### src/rtl/ccs_pkg.sv
package ccs_pkg;

  localparam int NUM_REGS = 8;

  typedef enum logic [1:0] {K_SET, K_LOOP, K_TRAP, K_RSVD} opKind_t;

  typedef struct packed {
    logic    accept;
    logic    emul;
    logic    capCmd;
    logic    capOpnd;
    logic    cpDone;
    logic    exec;
    opKind_t kind;
  } ctrlStrobe_t;

  function automatic opKind_t kindOf(input logic [2:0] mode, input logic [2:0] sel);
    opKind_t k;
    if (mode == 3'b001) k = K_LOOP;
    else if (mode != 3'b111) k = K_SET;
    else begin
      case (sel)
        3'b010, 3'b011, 3'b100: k = K_TRAP;
        default:                k = K_RSVD;
      endcase
    end
    return k;
  endfunction

  function automatic logic [1:0] opndWordsOf(input logic [2:0] mode, input logic [2:0] sel);
    logic [1:0] n;
    n = 2'd0;
    if (mode == 3'b001) n = 2'd1;
    else if (mode == 3'b111) begin
      case (sel)
        3'b010:  n = 2'd1;
        3'b011:  n = 2'd2;
        default: n = 2'd0;
      endcase
    end
    return n;
  endfunction

endpackage

### src/rtl/ccs_ctrl.sv
module ccs_ctrl
  import ccs_pkg::*;
(
  input  logic        clk,
  input  logic        rstN,
  input  logic        start,
  input  logic [2:0]  mode,
  input  logic [2:0]  regSel,
  input  logic        wordValid,
  input  logic        cpAck,
  output logic        wordReady,
  output logic        cpReq,
  output logic        busy,
  output ctrlStrobe_t strobe
);

  typedef enum logic [2:0] {S_IDLE, S_CMD, S_OPND, S_CP, S_EXEC} state_t;

  state_t     state;
  opKind_t    kindQ;
  logic [1:0] leftQ;
  opKind_t    startKind;

  assign startKind = kindOf(mode, regSel);
  assign wordReady = (state == S_CMD) || (state == S_OPND);
  assign cpReq     = (state == S_CP);
  assign busy      = (state != S_IDLE);

  always_comb begin
    strobe         = '0;
    strobe.kind    = (state == S_IDLE) ? startKind : kindQ;
    strobe.accept  = (state == S_IDLE) && start && (startKind != K_RSVD);
    strobe.emul    = (state == S_IDLE) && start && (startKind == K_RSVD);
    strobe.capCmd  = (state == S_CMD) && wordValid;
    strobe.capOpnd = (state == S_OPND) && wordValid;
    strobe.cpDone  = (state == S_CP) && cpAck;
    strobe.exec    = (state == S_EXEC);
  end

  always_ff @(posedge clk) begin
    if (!rstN) begin
      state <= S_IDLE;
      kindQ <= K_SET;
      leftQ <= 2'd0;
    end else begin
      case (state)
        S_IDLE: if (strobe.accept) begin
          state <= S_CMD;
          kindQ <= startKind;
          leftQ <= opndWordsOf(mode, regSel);
        end
        S_CMD: if (wordValid) state <= (leftQ != 2'd0) ? S_OPND : S_CP;
        S_OPND: if (wordValid) begin
          leftQ <= leftQ - 2'd1;
          if (leftQ == 2'd1) state <= S_CP;
        end
        S_CP:   if (cpAck) state <= S_EXEC;
        S_EXEC: state <= S_IDLE;
        default: state <= S_IDLE;
      endcase
    end
  end

endmodule

### src/rtl/ccs_datapath.sv
module ccs_datapath
  import ccs_pkg::*;
#(
  parameter int ADDR_W = 32,
  parameter int REG_W  = 32,
  parameter int PRED_W = 6
) (
  input  logic              clk,
  input  logic              rstN,
  input  ctrlStrobe_t       strobe,
  input  logic [2:0]        mode,
  input  logic [2:0]        regSel,
  input  logic [ADDR_W-1:0] pcIn,
  input  logic [15:0]       wordData,
  input  logic              cpTrue,
  input  logic              regLoad,
  input  logic [2:0]        regLoadSel,
  input  logic [REG_W-1:0]  regLoadData,
  input  logic [2:0]        rdSel,
  output logic [REG_W-1:0]  rdData,
  output logic [PRED_W-1:0] cpPred,
  output logic [ADDR_W-1:0] nextPc,
  output logic              done,
  output logic              condTrue,
  output logic              trapCp,
  output logic              trapEmul,
  output logic              memWr,
  output logic [2:0]        memWrMode,
  output logic [2:0]        memWrReg,
  output logic [7:0]        memWrData
);

  localparam int SEXT_W = ADDR_W - 16;
  localparam logic [15:0] CNT_END = '1;

  logic [REG_W-1:0]  regFile [NUM_REGS];
  logic [ADDR_W-1:0] pcQ;
  logic [2:0]        modeQ, selQ;
  logic [15:0]       dispQ;
  logic [1:0]        opndCnt;
  logic              condQ;
  logic [PRED_W-1:0] predQ;

  logic [ADDR_W-1:0] fallPc, branchPc;
  logic [15:0]       decCnt;
  logic              rfWe;
  logic [REG_W-1:0]  rfWdata;
  logic [7:0]        setByte;

  assign fallPc   = pcQ + ADDR_W'(4) + ADDR_W'({opndCnt, 1'b0});
  assign branchPc = pcQ + ADDR_W'(4) + {{SEXT_W{dispQ[15]}}, dispQ};
  assign decCnt   = regFile[selQ][15:0] - 16'd1;
  assign setByte  = condQ ? 8'hFF : 8'h00;
  assign rdData   = regFile[rdSel];
  assign cpPred   = predQ;

  always_comb begin
    rfWe    = 1'b0;
    rfWdata = regFile[selQ];
    if (strobe.exec) begin
      if (strobe.kind == K_SET && modeQ == 3'b000) begin
        rfWe         = 1'b1;
        rfWdata[7:0] = setByte;
      end else if (strobe.kind == K_LOOP && !condQ) begin
        rfWe          = 1'b1;
        rfWdata[15:0] = decCnt;
      end
    end
  end

  always_ff @(posedge clk) begin
    if (!rstN) begin
      for (int i = 0; i < NUM_REGS; i++) regFile[i] <= '0;
    end else begin
      if (regLoad) regFile[regLoadSel] <= regLoadData;
      if (rfWe) regFile[selQ] <= rfWdata;
    end
  end

  always_ff @(posedge clk) begin
    if (!rstN) begin
      pcQ <= '0; modeQ <= '0; selQ <= '0; dispQ <= '0; opndCnt <= '0;
      condQ <= 1'b0; predQ <= '0; nextPc <= '0; done <= 1'b0; condTrue <= 1'b0;
      trapCp <= 1'b0; trapEmul <= 1'b0; memWr <= 1'b0;
      memWrMode <= '0; memWrReg <= '0; memWrData <= '0;
    end else begin
      done     <= 1'b0;
      trapCp   <= 1'b0;
      trapEmul <= 1'b0;
      memWr    <= 1'b0;
      if (strobe.emul) begin
        nextPc   <= pcIn;
        trapEmul <= 1'b1;
        condTrue <= 1'b0;
        done     <= 1'b1;
      end
      if (strobe.accept) begin
        pcQ     <= pcIn;
        modeQ   <= mode;
        selQ    <= regSel;
        opndCnt <= 2'd0;
      end
      if (strobe.capCmd) predQ <= wordData[PRED_W-1:0];
      if (strobe.capOpnd) begin
        if (opndCnt == 2'd0) dispQ <= wordData;
        opndCnt <= opndCnt + 2'd1;
      end
      if (strobe.cpDone) condQ <= cpTrue;
      if (strobe.exec) begin
        done     <= 1'b1;
        condTrue <= condQ;
        nextPc   <= fallPc;
        case (strobe.kind)
          K_SET: if (modeQ != 3'b000) begin
            memWr     <= 1'b1;
            memWrMode <= modeQ;
            memWrReg  <= selQ;
            memWrData <= setByte;
          end
          K_LOOP: if (!condQ && decCnt != CNT_END) nextPc <= branchPc;
          K_TRAP: trapCp <= condQ;
          default: ;
        endcase
      end
    end
  end

endmodule

### src/rtl/cp_cond_seq.sv
module cp_cond_seq
  import ccs_pkg::*;
#(
  parameter int ADDR_W = 32,
  parameter int REG_W  = 32,
  parameter int PRED_W = 6
) (
  input  logic              clk,
  input  logic              rstN,
  input  logic              start,
  input  logic [2:0]        mode,
  input  logic [2:0]        regSel,
  input  logic [ADDR_W-1:0] pcIn,
  input  logic              wordValid,
  input  logic [15:0]       wordData,
  output logic              wordReady,
  output logic              cpReq,
  output logic [PRED_W-1:0] cpPred,
  input  logic              cpAck,
  input  logic              cpTrue,
  input  logic              regLoad,
  input  logic [2:0]        regLoadSel,
  input  logic [REG_W-1:0]  regLoadData,
  input  logic [2:0]        rdSel,
  output logic [REG_W-1:0]  rdData,
  output logic              busy,
  output logic              done,
  output logic [ADDR_W-1:0] nextPc,
  output logic              condTrue,
  output logic              trapCp,
  output logic              trapEmul,
  output logic              memWr,
  output logic [2:0]        memWrMode,
  output logic [2:0]        memWrReg,
  output logic [7:0]        memWrData
);

  ctrlStrobe_t strobe;

  ccs_ctrl u_ctrl (
    .clk(clk), .rstN(rstN), .start(start), .mode(mode), .regSel(regSel),
    .wordValid(wordValid), .cpAck(cpAck), .wordReady(wordReady),
    .cpReq(cpReq), .busy(busy), .strobe(strobe)
  );

  ccs_datapath #(.ADDR_W(ADDR_W), .REG_W(REG_W), .PRED_W(PRED_W)) u_dp (
    .clk(clk), .rstN(rstN), .strobe(strobe), .mode(mode), .regSel(regSel),
    .pcIn(pcIn), .wordData(wordData), .cpTrue(cpTrue), .regLoad(regLoad),
    .regLoadSel(regLoadSel), .regLoadData(regLoadData), .rdSel(rdSel),
    .rdData(rdData), .cpPred(cpPred), .nextPc(nextPc), .done(done),
    .condTrue(condTrue), .trapCp(trapCp), .trapEmul(trapEmul), .memWr(memWr),
    .memWrMode(memWrMode), .memWrReg(memWrReg), .memWrData(memWrData)
  );

endmodule

### config.mk
export PLATFORM = sky130hd
export DESIGN_NAME = cp_cond_seq
export DESIGN_NICKNAME = d
export VERILOG_FILES = /design/src/rtl/ccs_pkg.sv /design/src/rtl/ccs_ctrl.sv /design/src/rtl/ccs_datapath.sv /design/src/rtl/cp_cond_seq.sv
export SDC_FILE = /design/constraint.sdc
export NUM_CORES = 1
export LEC_CHECK = 0
export BUFFER_PORTS_ARGS = -buffer_cell sky130_fd_sc_hd__buf_2
export CORE_MARGIN = 5
export CORE_UTILIZATION = 45
export CTS_CLUSTER_DIAMETER = 40
export DETAILED_ROUTE_END_ITERATION = 10
export PLACE_DENSITY = 0.65
export SYNTH_ARGS = -nofsm -noshare
export SYNTH_HDL_FRONTEND = slang
export SYNTH_SLANG_ARGS = --single-unit
### constraint.sdc
create_clock -name clk -period 4.1 [get_ports clk]
set_clock_uncertainty 0.15 [all_clocks]
set_input_delay 0 -clock clk [delete_from_list [all_inputs] [get_ports clk]]
set_output_delay 0 -clock clk [all_outputs]
set_load 0.05 [all_outputs]
==> run metrics <==
Top cell by count, worst path buf_4; Clock Latency Late Sink between 0.6 and 0.7 ns; CTS tree yes; clock power share 0.357; min cycle time layout roughly 4.0 ns; full die area ~57000 um2; Post-route DRC 0; TritonCTS Buffers 54; Post-Syn Nets roughly 2500; Slowest cell on crit path or3b_4; Finish-stage setup viols 0; internal reg-to-reg setup slack 0.08 ns; combinational share of power 0.297; clk buf depth 3; Synth Area in XOR/XNOR 0.0326; vias in the first global route 21100; fin. max-slew vios 0; critical path cell sequence buf_4, buf_4, and2b_1, o31ai_1, o221ai_2, or3b_4, buf_4, a2111o_1, a211oi_1, and4_4, a21oi_4, buf_4, buf_4, o21a_1, a221oi_2; Worst Reg-to-Reg Cells 15; class of the worst hold path primary input to flop; total congestion overflow 0; Syn Area/Cell slightly above 10 um2; worst hold stages 4; area of the core about 52000 um2; IO Pins roughly 190; fmax 249 MHz; antenna-violating nets left 0; Req. time, crit path roughly 4.5 ns; DR vias/cell around 6.3; worst rel slew slack 0.188; final wirelength roughly 80000 um; Hold Path End u_dp.dispQ[11]; Setup Crit Path Kind flop to flop; largest family of logic cells by synthesized area multiplexers; Die Ht between 200 and 250 um; initial antenna violation count 2; Power Density ~450 nW/um2; worst-margin pin slew approximately 1.2 ns; reg2reg end u_dp.nextPc[27]; Layout Nets between 2000 and 3000; RSZ-0062 raised after global routing yes; total power draw between 10 and 15 mW; Hold Vio Cnt, Final 0; GRT Util Overall 0.270; Final Wtd Congestion roughly 0.95; Synth Warn # 0; status finished clean; flops & latches, synth roughly 370; placement-stage cell area roughly 26000 um2; Post-Layout Inst Area roughly 30000 um2; Initial Util 0.452; synthesized area around 24000 um2; fraction of layout cells with a size suffix above 1 0.282; HP Start wordData[11]; Setup crit end kind flop; Psw 4.46 mW; asr flop ratio synth 0; worst-path maximum fanout 9; crit share post-route 0.981; drt wl/cell roughly 24 um; first-pass GRT wire length 122000 um; via count ~21000; Fin Setup TNS 0 ns; H-tree depth 2; top_reg_cell synth edfxtp_1; Area Overhead vs Synth 25.3%; max_cap viols 0; 1st-pass router iterations 6; root buffer cell clkbuf_16; Hold WS approximately 0.034 ns; startpoint types flop; Row Count 84; Post-synth EDFFs about 260; CP Data Arrival Time between 4 and 5 ns; Pleak approximately 11 nW; pin count of the biggest net entering global routing ~110; Synth cell types 86; Switching Fraction 0.337; Buffers on Ports between 150 and 200; sequential fraction of the synthesis area 0.424; Compound-Gate Fraction of Synth Area 0.138; clock-pin slew on the worst setup and hold paths 0.06 ns; peak supply drop roughly 0.36 mV; slowest stage delay, CP 0.50 ns; sequential share of power 0.346; multiplexer share of the synthesized area 0.175; Synth Area in Simple Gates 0.158; Int Pwr 8.78 mW; die extent in x 239 um; Adder-Cell Fraction of Synth Area 0.0266; DP HPWL slightly above 50000 um; Initial DRC Count 2224; Clock Sinks ~370; Post-Synthesis Cells 2342
## cell usage after synthesis (15+ instances only)
| master | n | area share |
|---|---|---|
| nor3_1 | 32 | 0.0068 |
| ha_1 | 47 | 0.025 |
| a211oi_1 | 46 | 0.015 |
| edfxtp_1 | 256 | 0.33 |
| o21ai_0 | 295 | 0.062 |
| xor2_1 | 30 | 0.011 |
| mux2i_1 | 70 | 0.030 |
| and3_1 | 17 | 0.0045 |
| nand4_1 | 19 | 0.0050 |
| mux4_2 | 130 | 0.12 |
| nand3_1 | 291 | 0.062 |
| buf_1 | 58 | 0.0092 |
| mux2_2 | 42 | 0.020 |
| nand2_1 | 168 | 0.027 |
| xnor2_1 | 58 | 0.021 |
| a21oi_1 | 112 | 0.024 |
| nor2_1 | 137 | 0.022 |
| clkbuf_1 | 132 | 0.021 |
| nor2b_1 | 15 | 0.0040 |
| inv_1 | 37 | 0.0059 |
| dfxtp_1 | 117 | 0.099 |
| a21o_1 | 15 | 0.0048 |
## per-layer routing
layer	vias to the layer above	GRT usage	share of wire
li1	9483	-	-
met1	10400	0.350	0.38
met2	1259	0.458	0.49
met3	213	0.0461	0.095
met4	2	0.0960	0.037
met5	-	0	0.00016
## power groups by stage
stage / combinational [mW] / sequential [mW] / clock, mW
global route: 4.20 / 4.62 / 4.93
global placement: 3.46 / 4.63 / 0
detailed placement: 3.52 / 4.65 / 0
floorplan: 2.46 / 4.61 / 0
finish: 3.93 / 4.59 / 4.72
CTS: 3.70 / 4.57 / 4.77
## placed cells by master (no fill, tap or decap), types with 9 or more instances in the layout
| cell type | Yosys | layout |
|---|---|---|
| a211oi_1 | 46 | 41 |
| a21o_1 | 15 | 15 |
| a21oi_1 | 112 | 109 |
| and2_1 | 14 | 14 |
| and3_1 | 17 | 13 |
| buf_2 | 14 | 189 |
| buf_4 | 10 | 177 |
| clkbuf_16 | 0 | 56 |
| dfxtp_1 | 117 | 108 |
| dlygate4sd3_1 | 0 | 117 |
| edfxtp_1 | 256 | 256 |
| ha_1 | 47 | 37 |
| inv_1 | 37 | 36 |
| mux2_2 | 42 | 42 |
| mux2i_1 | 70 | 69 |
| mux4_2 | 130 | 130 |
| nand2_1 | 168 | 164 |
| nand3_1 | 291 | 283 |
| nand3b_1 | 13 | 13 |
| nand4_1 | 19 | 19 |
| nor2_1 | 137 | 124 |
| nor2_2 | 1 | 11 |
| nor2b_1 | 15 | 14 |
| nor3_1 | 32 | 25 |
| o21a_1 | 9 | 9 |
| o21ai_0 | 295 | 291 |
| o31ai_1 | 11 | 10 |
| or3_1 | 11 | 9 |
| xnor2_1 | 58 | 54 |
| xor2_1 | 30 | 26 |
## layout make-up
type	count	area, um2
repair buffers	494	3640
diodes	1	2.50
inverters	39	148
clock inverters	38	425
multi-input cells	1709	13100
flip-flops and latches	373	10100
clock buffers	62	1430
fillers	4394	22700
well taps	688	861
## flip-flops by register name, indices dropped and copies added (netlist names), 3 cells and up, named ones only
signal / count
u_dp.memWrMode: 3
u_dp.memWrReg: 3
u_dp.dispQ: 16
u_dp.nextPc: 32
u_dp.pcQ: 32
u_ctrl.state: 3
u_dp.modeQ: 3
u_dp.cpPred: 6
u_dp.regFile: 256
u_dp.selQ: 3
## worst max-delay path, delay by kind of cell, from the launching register on
kind	cells	cell delay [ns]
AND/OR/NAND/NOR	3	1.07
flip-flops	1	0.40
AO/OA/AOI/OAI	7	1.51
buffers and inverters	5	0.79
## logic make-up after synthesis
logic type | count (synthesis)
AO/OA/AOI/OAI | 560
XOR/XNOR | 88
adder cells (fa/ha/maj) | 49
buffers and inverters | 260
flip-flops | 373
multiplexers | 244
AND/OR/NAND/NOR | 768
## worst max path at each step
stage / startpoint / to / slack, ns / cells past startpoint
floorplan: u_dp.pcQ[2] / u_dp.nextPc[31] / -0.03 / 18
global placement: u_dp.pcQ[2] / u_dp.nextPc[29] / -0.12 / 19
detailed placement: u_dp.pcQ[2] / u_dp.nextPc[23] / -0.25 / 18
CTS: u_dp.pcQ[13] / u_dp.nextPc[30] / 0.01 / 17
global route: u_dp.pcQ[2] / u_dp.nextPc[31] / -0.06 / 17
finish: flop / u_dp.nextPc[27] / 0.08 / 15
## what timing repair did
item	in CTS	in global routing
pin swaps	8	40
hold endpoints to repair	363	0
hold buffers	117	0
resized for setup	20	77
setup buffers	2	29
setup endpoints to repair	10	40
## per-stage QoR
stage,util,worst slack [ns],std cells
6_report,0.566,0.0799,3404
5_1_grt,0.566,-0.0643,3404
4_1_cts,0.554,0.0110,3374
3_5_place_dp,0.494,-0.251,3155
3_3_place_gp,0.494,-0.125,3155
2_1_floorplan,-,-0.0317,2342
Power figures use the tool's default switching activity.
